<file path="config.mk">
export PLATFORM = sky130hd
export DESIGN_NAME = exc_entry_seq
export DESIGN_NICKNAME = d
export VERILOG_FILES = /design/src/rtl/exc_pkg.sv /design/src/rtl/exc_arbiter.sv /design/src/rtl/exc_bus_port.sv /design/src/rtl/exc_seq_ctrl.sv /design/src/rtl/exc_entry_seq.sv
export SDC_FILE = /design/constraint.sdc
export NUM_CORES = 1
export LEC_CHECK = 0
export BUFFER_PORTS_ARGS = -buffer_cell sky130_fd_sc_hd__buf_2
export CORE_ASPECT_RATIO = 1.1
export CORE_UTILIZATION = 45
export DETAILED_ROUTE_END_ITERATION = 8
export HOLD_SLACK_MARGIN = 0.15
export PLACE_DENSITY_LB_ADDON = 0.25
export SYNTH_ARGS = -nofsm -noshare
export SYNTH_HDL_FRONTEND = slang
export SYNTH_SLANG_ARGS = --single-unit
</file>
<file path="constraint.sdc">
create_clock -name clk -period 3.15 [get_ports clk]
set_clock_uncertainty 0.15 [all_clocks]
set_input_delay 0.1575 -clock clk [delete_from_list [all_inputs] [get_ports clk]]
set_output_delay 0.1575 -clock clk [all_outputs]
set_load 0.05 [all_outputs]
</file>
<file path="src/rtl/exc_pkg.sv">
// Shared types for the exception entry sequencer.
// Assumes a CCR of at least 8 bits with the interrupt mask in bit 7.
package exc_pkg;

    typedef enum logic [2:0] {
        ST_RST,
        ST_IDLE,
        ST_PUSH,
        ST_FETCH,
        ST_LOAD
    } seq_state_t;

    typedef enum logic [1:0] {
        SRC_RESET,
        SRC_IRQ,
        SRC_TRAP
    } exc_src_t;

    localparam int IMASK_BIT = 7;

endpackage

</file>
<file path="src/rtl/exc_arbiter.sv">
// Source selection for exception entry.
// Decides whether a source is taken this cycle, which one and with which vector.
// Assumes irq_req has already passed the interrupt controller's masking.
// Reset does not pass through here: it acts on the sequencer's state directly.
module exc_arbiter
    import exc_pkg::*;
#(
    parameter int VEC_W = 8
) (
    input  seq_state_t         state,
    input  exc_src_t           cur_src,
    input  logic               irq_req,
    input  logic [VEC_W-1:0]   irq_vec,
    input  logic               trap_req,
    input  logic [VEC_W-1:0]   trap_vec,
    input  logic               insn_end,
    input  logic               insn_ccr_mod,
    input  logic               trap_pend,
    input  logic [VEC_W-1:0]   trap_pend_vec,
    output logic               take,
    output exc_src_t           take_src,
    output logic [VEC_W-1:0]   take_vec,
    output logic               defer_trap
);

    logic in_idle;
    logic at_chain;
    logic irq_ok;
    logic trap_ok;

    // Work out acceptance windows and priority between interrupt and trap.
    always_comb begin
        in_idle  = (state == ST_IDLE);
        at_chain = (state == ST_LOAD) && (cur_src != SRC_RESET);
        irq_ok   = irq_req && ((in_idle && insn_end && !insn_ccr_mod) || at_chain);
        trap_ok  = (in_idle && trap_req) || (at_chain && trap_pend);
        take     = irq_ok || trap_ok;
        take_src = irq_ok ? SRC_IRQ : SRC_TRAP;
        if (irq_ok) begin
            take_vec = irq_vec;
        end else if (in_idle) begin
            take_vec = trap_vec;
        end else begin
            take_vec = trap_pend_vec;
        end
        defer_trap = in_idle && trap_req && irq_ok;
    end

endmodule

</file>
<file path="src/rtl/exc_bus_port.sv">
// Memory request formation.
// Turns the sequencer state into a write of the saved context or a vector read.
// Assumes ADDR_W > VEC_W + 2, so that a vector address fits.
module exc_bus_port
    import exc_pkg::*;
#(
    parameter int ADDR_W = 32,
    parameter int DATA_W = 32,
    parameter int CCR_W  = 8,
    parameter int VEC_W  = 8
) (
    input  seq_state_t                state,
    input  logic [ADDR_W-1:0]         sp_q,
    input  logic [CCR_W-1:0]          sv_ccr,
    input  logic [DATA_W-CCR_W-1:0]   sv_pc,
    input  logic [VEC_W-1:0]          cur_vec,
    output logic                      bus_req,
    output logic                      bus_we,
    output logic [ADDR_W-1:0]         bus_addr,
    output logic [DATA_W-1:0]         bus_wdata
);

    localparam int PAD_W = ADDR_W - VEC_W - 2;

    logic [ADDR_W-1:0] vec_addr;
    logic [ADDR_W-1:0] push_addr;

    // Drive the request from the state: a push in PUSH, a read in FETCH.
    always_comb begin
        vec_addr  = {{PAD_W{1'b0}}, cur_vec, 2'b00};
        push_addr = sp_q - ADDR_W'(4);
        bus_req   = (state == ST_PUSH) || (state == ST_FETCH);
        bus_we    = (state == ST_PUSH);
        bus_addr  = (state == ST_PUSH) ? push_addr : vec_addr;
        bus_wdata = (state == ST_PUSH) ? {sv_ccr, sv_pc} : '0;
    end

endmodule

</file>
<file path="src/rtl/exc_seq_ctrl.sv">
// Entry sequence state machine and context registers.
// Holds the saved PC, CCR and SP and the vector being served.
// Also holds a trap that lost to an interrupt in the same cycle.
// Assumes the core is stalled while busy, so that no new trap strobe arrives then.
module exc_seq_ctrl
    import exc_pkg::*;
#(
    parameter int ADDR_W = 32,
    parameter int DATA_W = 32,
    parameter int CCR_W  = 8,
    parameter int VEC_W  = 8,
    localparam int PC_W  = DATA_W - CCR_W
) (
    input  logic               clk,
    input  logic               rst_n,
    input  logic               take,
    input  exc_src_t           take_src,
    input  logic [VEC_W-1:0]   take_vec,
    input  logic               defer_trap,
    input  logic [VEC_W-1:0]   trap_vec,
    input  logic [PC_W-1:0]    pc_in,
    input  logic [CCR_W-1:0]   ccr_in,
    input  logic [ADDR_W-1:0]  sp_in,
    input  logic               bus_ack,
    input  logic [PC_W-1:0]    vec_word,
    output seq_state_t         state,
    output exc_src_t           cur_src,
    output logic [VEC_W-1:0]   cur_vec,
    output logic [ADDR_W-1:0]  sp_q,
    output logic [PC_W-1:0]    sv_pc,
    output logic [CCR_W-1:0]   sv_ccr,
    output logic [PC_W-1:0]    pc_q,
    output logic [CCR_W-1:0]   ccr_q,
    output logic               trap_pend,
    output logic [VEC_W-1:0]   trap_pend_vec
);

    localparam logic [CCR_W-1:0] IMASK = CCR_W'(1) << IMASK_BIT;

    // Advance the sequence and capture context; reset aborts any state.
    always_ff @(posedge clk) begin
        if (!rst_n) begin
            state         <= ST_RST;
            cur_src       <= SRC_RESET;
            cur_vec       <= '0;
            sp_q          <= '0;
            sv_pc         <= '0;
            sv_ccr        <= '0;
            pc_q          <= '0;
            ccr_q         <= '0;
            trap_pend     <= 1'b0;
            trap_pend_vec <= '0;
        end else begin
            case (state)
                ST_RST: begin
                    state   <= ST_FETCH;
                    cur_src <= SRC_RESET;
                    cur_vec <= '0;
                    sv_ccr  <= '0;
                end
                ST_IDLE: begin
                    if (take) begin
                        state   <= ST_PUSH;
                        cur_src <= take_src;
                        cur_vec <= take_vec;
                        sv_pc   <= pc_in;
                        sv_ccr  <= ccr_in;
                        sp_q    <= sp_in;
                        if (defer_trap) begin
                            trap_pend     <= 1'b1;
                            trap_pend_vec <= trap_vec;
                        end
                    end
                end
                ST_PUSH: begin
                    if (bus_ack) begin
                        sp_q  <= sp_q - ADDR_W'(4);
                        state <= ST_FETCH;
                    end
                end
                ST_FETCH: begin
                    if (bus_ack) begin
                        pc_q  <= vec_word;
                        ccr_q <= sv_ccr | IMASK;
                        state <= ST_LOAD;
                    end
                end
                ST_LOAD: begin
                    if (take) begin
                        state   <= ST_PUSH;
                        cur_src <= take_src;
                        cur_vec <= take_vec;
                        sv_pc   <= pc_q;
                        sv_ccr  <= ccr_q;
                        if (take_src == SRC_TRAP) begin
                            trap_pend <= 1'b0;
                        end
                    end else begin
                        state <= ST_IDLE;
                    end
                end
                default: state <= ST_RST;
            endcase
        end
    end

    // the load that ends a reset entry goes back to idle, never into a new entry.
    p_reset_no_chain_r6: assert property (@(posedge clk) disable iff (!rst_n)
        (state == ST_LOAD && cur_src == SRC_RESET) |=> (state == ST_IDLE));

    // a reset entry never reaches the stack push.
    p_reset_no_push_r2: assert property (@(posedge clk) disable iff (!rst_n)
        (state == ST_PUSH) |-> (cur_src != SRC_RESET));

endmodule

</file>
<file path="src/rtl/exc_entry_seq.sv">
// Exception entry sequencer (top).
// Picks reset, interrupt or trap and pushes the context for interrupts and traps.
// Then reads the vector table and pulses ctx_load with the new PC, CCR and SP.
// Assumes a memory port that holds bus_ack for one cycle per request.
module exc_entry_seq
    import exc_pkg::*;
#(
    parameter int ADDR_W = 32,
    parameter int DATA_W = 32,
    parameter int CCR_W  = 8,
    parameter int VEC_W  = 8,
    localparam int PC_W  = DATA_W - CCR_W
) (
    input  logic               clk,
    input  logic               rst_n,
    input  logic               irq_req,
    input  logic [VEC_W-1:0]   irq_vec,
    input  logic               trap_req,
    input  logic [VEC_W-1:0]   trap_vec,
    input  logic               insn_end,
    input  logic               insn_ccr_mod,
    input  logic [PC_W-1:0]    pc_in,
    input  logic [CCR_W-1:0]   ccr_in,
    input  logic [ADDR_W-1:0]  sp_in,
    output logic               bus_req,
    output logic               bus_we,
    output logic [ADDR_W-1:0]  bus_addr,
    output logic [DATA_W-1:0]  bus_wdata,
    input  logic               bus_ack,
    input  logic [PC_W-1:0]    bus_rdata,
    output logic               busy,
    output logic               ctx_load,
    output logic [PC_W-1:0]    pc_new,
    output logic [CCR_W-1:0]   ccr_new,
    output logic [ADDR_W-1:0]  sp_new
);

    seq_state_t        state;
    exc_src_t          cur_src;
    exc_src_t          take_src;
    logic              take;
    logic              defer_trap;
    logic [VEC_W-1:0]  take_vec;
    logic [VEC_W-1:0]  cur_vec;
    logic [VEC_W-1:0]  trap_pend_vec;
    logic              trap_pend;
    logic [ADDR_W-1:0] sp_q;
    logic [PC_W-1:0]   sv_pc;
    logic [CCR_W-1:0]  sv_ccr;
    logic [PC_W-1:0]   pc_q;
    logic [CCR_W-1:0]  ccr_q;

    exc_arbiter #(.VEC_W(VEC_W)) u_arb (
        .state         (state),
        .cur_src       (cur_src),
        .irq_req       (irq_req),
        .irq_vec       (irq_vec),
        .trap_req      (trap_req),
        .trap_vec      (trap_vec),
        .insn_end      (insn_end),
        .insn_ccr_mod  (insn_ccr_mod),
        .trap_pend     (trap_pend),
        .trap_pend_vec (trap_pend_vec),
        .take          (take),
        .take_src      (take_src),
        .take_vec      (take_vec),
        .defer_trap    (defer_trap)
    );

    exc_seq_ctrl #(
        .ADDR_W (ADDR_W), .DATA_W (DATA_W), .CCR_W (CCR_W), .VEC_W (VEC_W)
    ) u_ctrl (
        .clk           (clk),
        .rst_n         (rst_n),
        .take          (take),
        .take_src      (take_src),
        .take_vec      (take_vec),
        .defer_trap    (defer_trap),
        .trap_vec      (trap_vec),
        .pc_in         (pc_in),
        .ccr_in        (ccr_in),
        .sp_in         (sp_in),
        .bus_ack       (bus_ack),
        .vec_word      (bus_rdata),
        .state         (state),
        .cur_src       (cur_src),
        .cur_vec       (cur_vec),
        .sp_q          (sp_q),
        .sv_pc         (sv_pc),
        .sv_ccr        (sv_ccr),
        .pc_q          (pc_q),
        .ccr_q         (ccr_q),
        .trap_pend     (trap_pend),
        .trap_pend_vec (trap_pend_vec)
    );

    exc_bus_port #(
        .ADDR_W (ADDR_W), .DATA_W (DATA_W), .CCR_W (CCR_W), .VEC_W (VEC_W)
    ) u_bus (
        .state     (state),
        .sp_q      (sp_q),
        .sv_ccr    (sv_ccr),
        .sv_pc     (sv_pc),
        .cur_vec   (cur_vec),
        .bus_req   (bus_req),
        .bus_we    (bus_we),
        .bus_addr  (bus_addr),
        .bus_wdata (bus_wdata)
    );

    // Present the status and load outputs to the core.
    always_comb begin
        busy     = (state != ST_IDLE);
        ctx_load = (state == ST_LOAD);
        pc_new   = pc_q;
        ccr_new  = ccr_q;
        sp_new   = sp_q;
    end

    // an interrupt leaves idle only on a boundary where the CCR was not rewritten.
    p_irq_boundary_r4: assert property (@(posedge clk) disable iff (!rst_n)
        ($past(state) == ST_IDLE && state == ST_PUSH && cur_src == SRC_IRQ)
        |-> $past(insn_end && !insn_ccr_mod));

    // after an acknowledged push, the stack pointer output equals the address written.
    p_sp_follows_push_r8: assert property (@(posedge clk) disable iff (!rst_n)
        (bus_req && bus_we && bus_ack) |=> (sp_new == $past(bus_addr)));

    // a request that is not acknowledged is held unchanged.
    p_req_hold_r13: assert property (@(posedge clk) disable iff (!rst_n)
        (bus_req && !bus_ack) |=> (bus_req && $stable(bus_addr)
                                   && $stable(bus_we) && $stable(bus_wdata)));

    // a trap strobe seen in idle always starts a sequence.
    p_trap_taken_r7: assert property (@(posedge clk) disable iff (!rst_n)
        (!busy && trap_req) |=> busy);

endmodule

</file>
==> flow_summary_export.csv, run 1 <==
group,metric,value,unit
outcome,status,"finished clean",
setup_path,path_cells,"or4_4, buf_4, or4_4, or3_4, xor2_2, nor2_4, buf_8",
yosys,synth_xor_xnor_area_share,3.15,%
sta,max_slew_margin,24.4,%
setup_path,cp_slowest_cell,"or4_4",
setup_path,cp.arrival,2.83,ns
routing,drt-vias-per-instance,5.57,
yosys,synth.area.mux_share,1.66,%
global_routing,gr-usage-all-layers,31.6,%
pwr,cellLeakagePower,4.20,nW
clocking,cts_tree,"yes",
pwr,vdd_ir_drop_max,0.473,mV
routing,wl_per_cell,16.5,microns
sta,min_period,3.13,ns
yosys,ys_ff_latch,118,
floorplan,start_util,46.3,%
yosys,postSynthCellCount,823,
layout,fillCellCount,997,
layout,fin_area,9570,sq um
pwr,p_comb_share,36.9,%
layout,antenna_cells,0,
yosys,synth_compound_area_share,22.3,%
yosys,netlist_area,6110,sq um
layout,finalCoreUtilization,72.4,%
routing,vias,7441,
setup_path,worst-path-buf-inv,2,
clocking,clock_latency,0.42,ns
pwr,pwr-share-clk,33.7,%
routing,routed_wl,22.0,mm
floorplan,io_pins,243,
min_path,hold_class,"in -> reg",
setup_path,cp-end-kind,"output port",
yosys,yosys.area_share.adder,0.205,%
routing,drt_iter0_drc,564,
sta,hold_viol,0,
layout,nNetsFinal,1274,
yosys,synth_top_family_by_area,"simple AND/OR/NAND/NOR gates",
placement,dp.final_hpwl,13.3,mm
setup_path,cpPeakStageDelay,0.55,ns
clocking,cts_root_buffer,"clkbuf_16",
clocking,cts_sinks,118,
layout,area_growth_syn_to_layout,56.5,%
sta,worst_pin_slew,1.13,ns
layout,seq_area,2380,sq um
setup_path,crit_family,"simple AND/OR/NAND/NOR gates",
yosys,synth_area_leader_cell,"dfxtp_1",
layout,instances_no_fill,1335,
placement,place_area,7630,sq um
pwr,p_switching,2.13,mW
yosys,yosys.area_share.simple,29.0,%
sta,setup_violations,0,
clocking,clockBufferDepth,2,
yosys,synth_nets,935,
floorplan,dieArea,14100,sq um
setup_path,critPathMaxFanout,5,
job,max-cap-violations,0,
clocking,clk_pin_slew,0.06,ns
yosys,synth.area.top_cells,"dfxtp_1, nand2_1, nor2_1, a21oi_1, and2_1",
sta,drv_slew,0,
sta,rsz0062_at_grt,"yes",
global_routing,grt_pass1_wl,35.3,mm
placement,port_buffers,242,
layout,drive_gt1_share,32.3,%
yosys,ys_seq_area_share,38.6,%
sta,finalCritPeriodShare,99.5,%
layout,multi_input_comb_area,3650,sq um
global_routing,grt_max_degree,51,
global_routing,grt_pass1_vias,7325,
setup_path,startpoint_type,"flop",
routing,top_layer_used,"met4",
floorplan,core_area,13200,sq um
clocking,cts_buffers,17,
routing,drc,0,
sta,tns,0,ns
routing,wl_met2,11.0,mm
yosys,synth-edff-count,0,
pwr,power_frac_seq,29.4,%
floorplan,num_rows,44,
pwr,swShare,36.6,%
yosys,ys_dominant_reg_cell,"dfxtp_1",
pwr,p_int,3.69,mW
setup_path,critical_path_class,"reg -> out",
yosys,ys_async_sr_fraction,0,%
floorplan,die_x,113,microns
routing,drt-met1-wl,8.63,mm
routing,detail_route.first_pass.iterations,5,
yosys,synth_top_area_share,38.6,%
yosys,synth_cell_types,60,
clocking,cts-htree-levels,4,
sta,timing.fmax,319,MHz
global_routing,antenna_found_initial,0,
yosys,syn_area_per_cell,7.43,sq um
routing,routed-wl-met3,1.58,mm
placement,placed_cells,1189,
routing,ant_nets,0,
placement,gp_congestion,0.896,
floorplan,die-height,124,microns
setup_path,crit_required,2.84,ns
global_routing,grt-ovfl-total,0,
yosys,yosysWarnings,0,
pwr,power,5.82,mW
pwr,power.density,608,nW/um^2
setup_path,crit_path_frequent_cell,"or4_4",
-- cell families after synthesis --
kind of cell | count (synthesis)
simple gates | 386
compound gates | 204
flops | 118
buf+inv | 82
xor+xnor | 22
mux | 10
fa+ha+maj | 1
-- worst paths after layout --
path	end	slack [ns]	start	cells past startpoint
worst min register to register	u_ctrl.ccr_q[6]$_SDFFE_PN0P_	0.31	u_ctrl.sv_ccr[6]$_SDFFE_PN0P_	2
worst max-delay path	bus_addr[20]	0.02	u_ctrl.sp_q[12]$_SDFFE_PN0P_	7
worst min-delay path	u_ctrl.sp_q[12]$_SDFFE_PN0P_	0.20	rst_n	3
worst max register to register	u_ctrl.sp_q[1]$_SDFFE_PN0P_	0.24	u_ctrl.state[2]$_SDFFE_PN0P_	7
-- Yosys cell counts, types with 11 or more instances --
library cell and number:
nor2_1 90, nor3_1 18, clkbuf_1 62, dfxtp_1 118, o22ai_1 12, a311oi_1 24
o31ai_1 12, and2_1 38, o21ai_0 38, xnor2_1 14, nand3_1 22, nand2_1 165
a21oi_1 58, or4_1 11, a221oi_1 17
-- timing repair --
action	in CTS	in global routing
setup endpoints to repair	15	13
resized for setup	38	15
hold buffers	108	0
pin swaps	6	4
buffers inserted	6	1
hold endpoints to repair	108	0
-- final cells by class --
cell class | count | share of cell area (%)
clock buffer | 22 | 4.85
clock inverter | 9 | 1.32
inverter | 8 | 0.314
multi-input combinational | 623 | 38.2
sequential | 118 | 24.9
tap | 161 | 2.11
timing repair buffer | 394 | 28.4
-- placed cells by master (no fill, tap or decap), types with 7 or more instances in the layout --
| cell type | netlist | layout |
|---|---|---|
| nor2_1 | 90 | 78 |
| and2_1 | 38 | 38 |
| buf_2 | 4 | 232 |
| nor3_1 | 18 | 15 |
| nor2_2 | 0 | 8 |
| dlygate4sd3_1 | 0 | 108 |
| buf_4 | 0 | 42 |
| mux2i_1 | 9 | 9 |
| a311oi_1 | 24 | 24 |
| dfxtp_1 | 118 | 113 |
| nand2_1 | 165 | 163 |
| clkbuf_16 | 0 | 17 |
| a21oi_1 | 58 | 56 |
| xnor2_1 | 14 | 14 |
| o21ai_0 | 38 | 38 |
| or4_4 | 1 | 7 |
| o22ai_1 | 12 | 12 |
| a221oi_1 | 17 | 17 |
| o31ai_1 | 12 | 12 |
| nand3_1 | 22 | 22 |
-- registers in the layout (all words and copies together) (netlist names) --
signal and flops:
u_ctrl.sp_q 32, u_ctrl.sv_ccr 8, u_ctrl.ccr_q 8, u_ctrl.trap_pend_vec 8
u_ctrl.cur_src 2, u_ctrl.sv_pc 24, u_ctrl.state 3, u_ctrl.trap_pend 1
u_ctrl.pc_q 24, u_ctrl.cur_vec 8
-- tightest hold or removal path: stages --
cell	delay, ns
buf_2	0.10
inv_2	0.26
a21oi_1	0.20
-- power by group through the flow --
stage / Sequential [mW] / Clock [mW] / Combinational [mW]
finish: 1.71 / 1.96 / 2.15
global route: 1.73 / 2.05 / 2.28
CTS: 1.71 / 1.98 / 2.07
detailed placement: 1.74 / 0 / 1.83
global placement: 1.73 / 0 / 1.82
floorplan: 1.93 / 0 / 1.14
-- metrics by stage --
| stage | worst slack [ns] | hold slack, ns |
|---|---|---|
| floorplan | -0.0605 | 0.144 |
| global placement | 0.0984 | 0.249 |
| detailed placement | 0.0927 | 0.252 |
| CTS | -0.00922 | 0.183 |
| global route | -0.0429 | 0.213 |
| finish | 0.0157 | 0.200 |
-- metal layers --
| layer | up-vias | global-route usage, % |
|---|---|---|
| li1 | 3564 | - |
| met1 | 3445 | 34.7 |
| met2 | 357 | 55.6 |
| met3 | 75 | 7.76 |
| met4 | 0 | 16.4 |
| met5 | - | 0 |
No activity file was read; power rests on OpenSTA's default activity.
==> run 2: changes to the inputs <==
--- a/config.mk
+++ b/config.mk
@@ -10,6 +10,7 @@
 export CORE_UTILIZATION = 45
 export DETAILED_ROUTE_END_ITERATION = 8
 export HOLD_SLACK_MARGIN = 0.15
+export MAX_ROUTING_LAYER = met4
 export PLACE_DENSITY_LB_ADDON = 0.25
 export SYNTH_ARGS = -nofsm -noshare
 export SYNTH_HDL_FRONTEND = slang
==> constraint.sdc (replaced) <==
create_clock -name clk -period 3.2 [get_ports clk]
set_clock_uncertainty 0.15 [all_clocks]
set_input_delay 0.16 -clock clk [delete_from_list [all_inputs] [get_ports clk]]
set_output_delay 0.16 -clock clk [all_outputs]
set_load 0.05 [all_outputs]
==> flow_summary_export.csv, run 2 (same netlist as run 1, synthesis figures left out) <==
group,metric,value,unit
global_routing,use_met2,54.3,%
sta,whs,0.180,ns
pwr,cellLeakagePower,4.14,nW
floorplan,start_util,46.3,%
min_path,hold_class,"in -> reg",
sta,min_period,3.19,ns
global_routing,met3_usage,6.35,%
layout,final_common_cell,"buf_2",
placement,dp.final_hpwl,13.0,mm
routing,routed_wl,21.8,mm
routing,detail_route.first_pass.iterations,5,
routing,drt_iter0_drc,893,
global_routing,grt_pass1_wl,35.2,mm
layout,area_growth_syn_to_layout,54.7,%
setup_path,cp-end-kind,"output port",
setup_path,critPathMaxFanout,5,
global_routing,grtUsageMet1,36.5,%
clocking,clock_latency,0.42,ns
layout,regMostFlops,"u_ctrl.sp_q",
sta,finalCritPeriodShare,99.7,%
global_routing,grt_pass1_vias,7153,
pwr,vdd_ir_drop_max,0.344,mV
routing,vias,7392,
layout,drive_gt1_share,31.8,%
floorplan,dieArea,14100,sq um
setup_path,startpoint_type,"flop",
layout,antenna_cells,0,
pwr,power,5.53,mW
clocking,cts_tree,"yes",
routing,drt-vias-per-instance,5.56,
layout,fillCellCount,1011,
clocking,cts_sinks,118,
layout,largest_reg_flops,32,
sta,setup_violations,0,
sta,worst_pin_slew,1.16,ns
outcome,status,"finished clean",
placement,gp_congestion,0.922,
setup_path,cp.arrival,2.88,ns
clocking,cts_root_buffer,"clkbuf_16",
global_routing,grt_max_degree,54,
layout,reg.largest.list,"u_ctrl.sp_q: 32 flops, u_ctrl.pc_q: 24 flops, u_ctrl.sv_pc: 24 flops",
global_routing,busiest_layer,"met2",
routing,drc,0,
layout,layout_common_cells,"buf_2, nand2_1, dfxtp_1, dlygate4sd3_1, nor2_1",
floorplan,num_rows,44,
routing,ant_nets,0,
sta,timing.fmax,314,MHz
floorplan,io_pins,243,
clocking,clockBufferDepth,2,
clocking,clk_pin_slew,0.06,ns
floorplan,core_area,13200,sq um
sta,rsz0062_at_grt,"yes",
routing,wl_per_cell,16.4,microns
setup_path,crit_required,2.89,ns
setup_path,critical_path_class,"reg -> out",
floorplan,die-height,124,microns
sta,max_slew_margin,22.7,%
clocking,cts-htree-levels,4,
layout,nNetsFinal,1268,
global_routing,grt-ovfl-total,0,
pwr,power.density,584,nW/um^2
floorplan,die_x,113,microns
global_routing,gr-usage-all-layers,32.1,%
global_routing,antenna_found_initial,0,
sta,drv_slew,0,
setup_path,rrSetupSlack,0.27,ns
placement,port_buffers,242,
sta,hold_viol,0,
job,max-cap-violations,0,
clocking,cts_buffers,17,
==> run 2: metrics by stage <==
| step | cells | area (sq um) | utilization, % | setup slack, ns | setup TNS, ns |
|---|---|---|---|---|---|
| 6_report | 1329 | 9460 | 71.6 | 0.0103 | 0 |
| 2_1_floorplan | 823 | 6190 | - | -0.0546 | -0.0546 |
| 3_5_place_dp | 1185 | 7630 | 57.7 | 0.0756 | 0 |
| 3_3_place_gp | 1185 | 7630 | 57.7 | 0.0970 | 0 |
| 5_1_grt | 1329 | 9460 | 71.6 | -0.0307 | -0.0514 |
| 4_1_cts | 1325 | 9350 | 70.8 | 0.0218 | 0 |
==> run 2: final timing paths <==
kind	start	to	depth (start not counted)
max reg2reg	u_ctrl.state[2]$_SDFFE_PN0P_	u_ctrl.sp_q[0]$_SDFFE_PN0P_	6
max	u_ctrl.sp_q[14]$_SDFFE_PN0P_	bus_addr[23]	7
min reg2reg	u_ctrl.cur_vec[0]$_SDFFE_PN0P_	u_ctrl.cur_vec[0]$_SDFFE_PN0P_	2
min	rst_n	u_ctrl.trap_pend_vec[0]$_SDFFE_PN0P_	3
==> run 2: critical path: stages (launching register included) <==
cell,delay (ns)
dfxtp_1,0.31
or4_4,0.56
buf_4,0.16
or4b_4,0.52
or4_4,0.47
xor2_2,0.18
nor2_4,0.10
buf_6,0.16
==> run 2: routing by layer <==
layer	up-vias	share of wire, %
met5	-	0
met4	0	2.9
met3	59	6.4
met2	345	50
met1	3433	41
li1	3555	-
==> run 2: repair_timing <==
| item | 4_1_cts | 5_1_grt |
|---|---|---|
| setup endpoints to repair | 15 | 12 |
| buffers inserted | 1 | 4 |
| hold buffers | 108 | 0 |
| pin swaps | 3 | 4 |
| resized for setup | 24 | 16 |
| endpoints found under the hold margin | 108 | 0 |
==> run 2: final cells by class <==
type                       count  area (sq um)  share of cell area, %
clock buffer                  18           439                   4.64
clock inverter                13           109                   1.15
inverter                       8          30.0                  0.318
multi-input combinational    623          3630                   38.4
sequential                   118          2370                   25.1
tap                          161           201                   2.13
timing repair buffer         388          2680                   28.3
==> run 2: where the power goes <==
group | total, mW | switching (mW) | internal, mW
Sequential | 1.69 | 0.106 | 1.59
Combinational | 2.05 | 1.30 | 0.754
Clock | 1.78 | 0.705 | 1.08
Total | 5.53 | 2.11 | 3.42
==> run 3: changes to the inputs <==
--- a/config.mk
+++ b/config.mk
@@ -7,7 +7,7 @@
 export LEC_CHECK = 0
 export BUFFER_PORTS_ARGS = -buffer_cell sky130_fd_sc_hd__buf_2
 export CORE_ASPECT_RATIO = 1.1
-export CORE_UTILIZATION = 45
+export CORE_UTILIZATION = 49
 export DETAILED_ROUTE_END_ITERATION = 8
 export HOLD_SLACK_MARGIN = 0.15
 export MAX_ROUTING_LAYER = met4
==> flow_summary_export.csv, run 3 (same netlist as run 1, synthesis figures left out) <==
group,metric,value,unit
sta,worst_pin_slew,1.15,ns
placement,port_buffers,242,
routing,wl_per_cell,17.6,microns
pwr,p_int,3.60,mW
min_path,hold_end,"u_ctrl.sp_q[19]$_SDFFE_PN0P_",
pwr,swShare,37.3,%
sta,tns,-0.180,ns
clocking,cts_tree,"yes",
setup_path,timing.rr.end,"u_ctrl.sp_q[23]$_SDFFE_PN0P_",
placement,dpl_worst_slack,0.0639,ns
clocking,cts_sinks,118,
layout,reg.largest.list,"u_ctrl.sp_q: 32 flops, u_ctrl.pc_q: 24 flops, u_ctrl.sv_pc: 24 flops",
sta,hold_viol,0,
setup_path,cp.arrival,3.00,ns
routing,detail_route.first_pass.iterations,6,
pwr,p_switching,2.15,mW
pwr,cellLeakagePower,4.24,nW
setup_path,cp-end-kind,"output port",
routing,ant_nets,0,
floorplan,die_x,108,microns
sta,setup_violations,3,
min_path,min_from,"rst_n",
pwr,p_comb_share,37.5,%
routing,drt-met1-wl,8.82,mm
routing,drt-vias-per-instance,5.80,
routing,vias,7743,
global_routing,grt-ovfl-total,0,
routing,routed_wl,23.4,mm
clocking,cts_root_buffer,"clkbuf_16",
sta,drv_slew,0,
min_path,hold_class,"in -> reg",
sta,min_period,3.31,ns
setup_path,r2r_cells,7,
layout,regMostFlops,"u_ctrl.sp_q",
layout,antenna_cells,0,
layout,drive_gt1_share,31.3,%
routing,wl_met2,11.7,mm
layout,area_growth_syn_to_layout,57.5,%
clocking,cts_buffers,17,
layout,final_common_cell,"buf_2",
outcome,violations,"negative setup slack",
layout,largest_reg_flops,32,
sta,layout_setup_ws,-0.107,ns
setup_path,crit_required,2.89,ns
floorplan,dieArea,12900,sq um
layout,fin_area,9630,sq um
setup_path,rrSetupSlack,-0.06,ns
clocking,clk_pin_slew,0.05,ns
global_routing,grt_pass1_wl,35.7,mm
sta,rsz0062_at_grt,"yes",
global_routing,grt_max_degree,76,
global_routing,grt_pass1_vias,7315,
layout,finalCoreUtilization,79.6,%
layout,multi_input_comb_area,3660,sq um
layout,layout_common_cells,"buf_2, nand2_1, dlygate4sd3_1, dfxtp_1, nor2_1",
sta,max_slew_margin,23.5,%
global_routing,antenna_found_initial,0,
routing,top_layer_used,"met4",
outcome,status,"finished, violations left",
clocking,clock_latency,0.41,ns
placement,dp.final_hpwl,12.6,mm
floorplan,io_pins,243,
setup_path,critical_path_class,"reg -> out",
floorplan,die-height,119,microns
layout,nNetsFinal,1279,
sta,finalCritPeriodShare,103,%
layout,instances_no_fill,1334,
pwr,power.density,597,nW/um^2
pwr,vdd_ir_drop_max,0.392,mV
global_routing,gr-usage-all-layers,36.1,%
floorplan,num_rows,42,
setup_path,regToRegStartpoint,"u_ctrl.sp_q[13]$_SDFFE_PN0P_",
sta,timing.fmax,302,MHz
floorplan,start_util,50.6,%
layout,seq_area,2370,sq um
setup_path,startpoint_type,"flop",
routing,drc,0,
routing,routed-wl-met3,1.97,mm
job,max-cap-violations,0,
routing,drt_iter0_drc,896,
clocking,clockBufferDepth,2,
min_path,hold_path_depth,3,
floorplan,core_area,12100,sq um
clocking,cts-htree-levels,4,
setup_path,critPathMaxFanout,7,
placement,placed_cells,1177,
layout,fillCellCount,738,
pwr,pwr-share-clk,32.8,%
placement,place_area,7590,sq um
pwr,power_frac_seq,29.6,%
placement,gp_congestion,0.891,
==> run 3: worst max path at each step <==
stage                                       startpoint                           end  slack, ns  depth (start not counted)
after detailed placement   u_ctrl.sp_q[2]$_SDFFE_PN0P_                  bus_addr[20]       0.06                          8
after floorplan           u_ctrl.sp_q[18]$_SDFFE_PN0P_  u_ctrl.sp_q[28]$_SDFFE_PN0P_      -0.05                          7
final                     u_ctrl.sp_q[13]$_SDFFE_PN0P_                  bus_addr[29]      -0.11                          6
after CTS                 u_ctrl.sp_q[20]$_SDFFE_PN0P_                  bus_addr[29]      0.003                          6
after global routing      u_ctrl.sp_q[13]$_SDFFE_PN0P_                  bus_addr[29]      -0.13                          6
after global placement     u_ctrl.sp_q[2]$_SDFFE_PN0P_                  bus_addr[20]       0.09                          8
==> run 3: power groups by stage <==
stage          logic [mW]  clock network, mW  registers (mW)
2_1_floorplan        1.13                  0            1.89
3_3_place_gp         1.77                  0            1.71
3_5_place_dp         1.78                  0            1.71
4_1_cts              1.99               1.90            1.69
5_1_grt              2.29               1.98            1.71
6_report             2.16               1.89            1.70
==> run 3: repair_timing <==
| item | CTS | global route |
|---|---|---|
| hold buffers | 121 | 0 |
| pin swaps | 2 | 5 |
| endpoints found under the setup margin | 14 | 16 |
| hold endpoints to repair | 108 | 0 |
| setup buffers | 1 | 3 |
| resized for setup | 26 | 27 |
==> run 3: per-stage QoR <==
stage               power (mW)  hold WS [ns]
finish                    5.75         0.208
global route              5.98         0.224
CTS                       5.58         0.153
detailed placement        3.49         0.255
global placement          3.48         0.253
floorplan                 3.02         0.146
==> run 3: final cells by class <==
| type | count | area share [%] |
|---|---|---|
| Multi-Input combinational cell | 623 | 38.0 |
| Timing Repair Buffer | 399 | 28.9 |
| Sequential cell | 118 | 24.7 |
| Clock buffer | 24 | 5.12 |
| Tap cell | 154 | 2.00 |
| Clock inverter | 8 | 0.988 |
| Inverter | 8 | 0.338 |
==> run 3: critical path: stages, from the launching register on <==
cell and delay, ns:
dfxtp_2 0.36, or4_4 0.56, or4b_4 0.55, or4_4 0.55, xor2_2 0.33, nor2_4 0.06
buf_8 0.16
==> run 3: routing by layer <==
layer  GRT usage (%)  up-vias
li1                -     3581
met1            39.6     3584
met2            59.1      485
met3            9.96       93
met4            18.5        0
met5               -        -
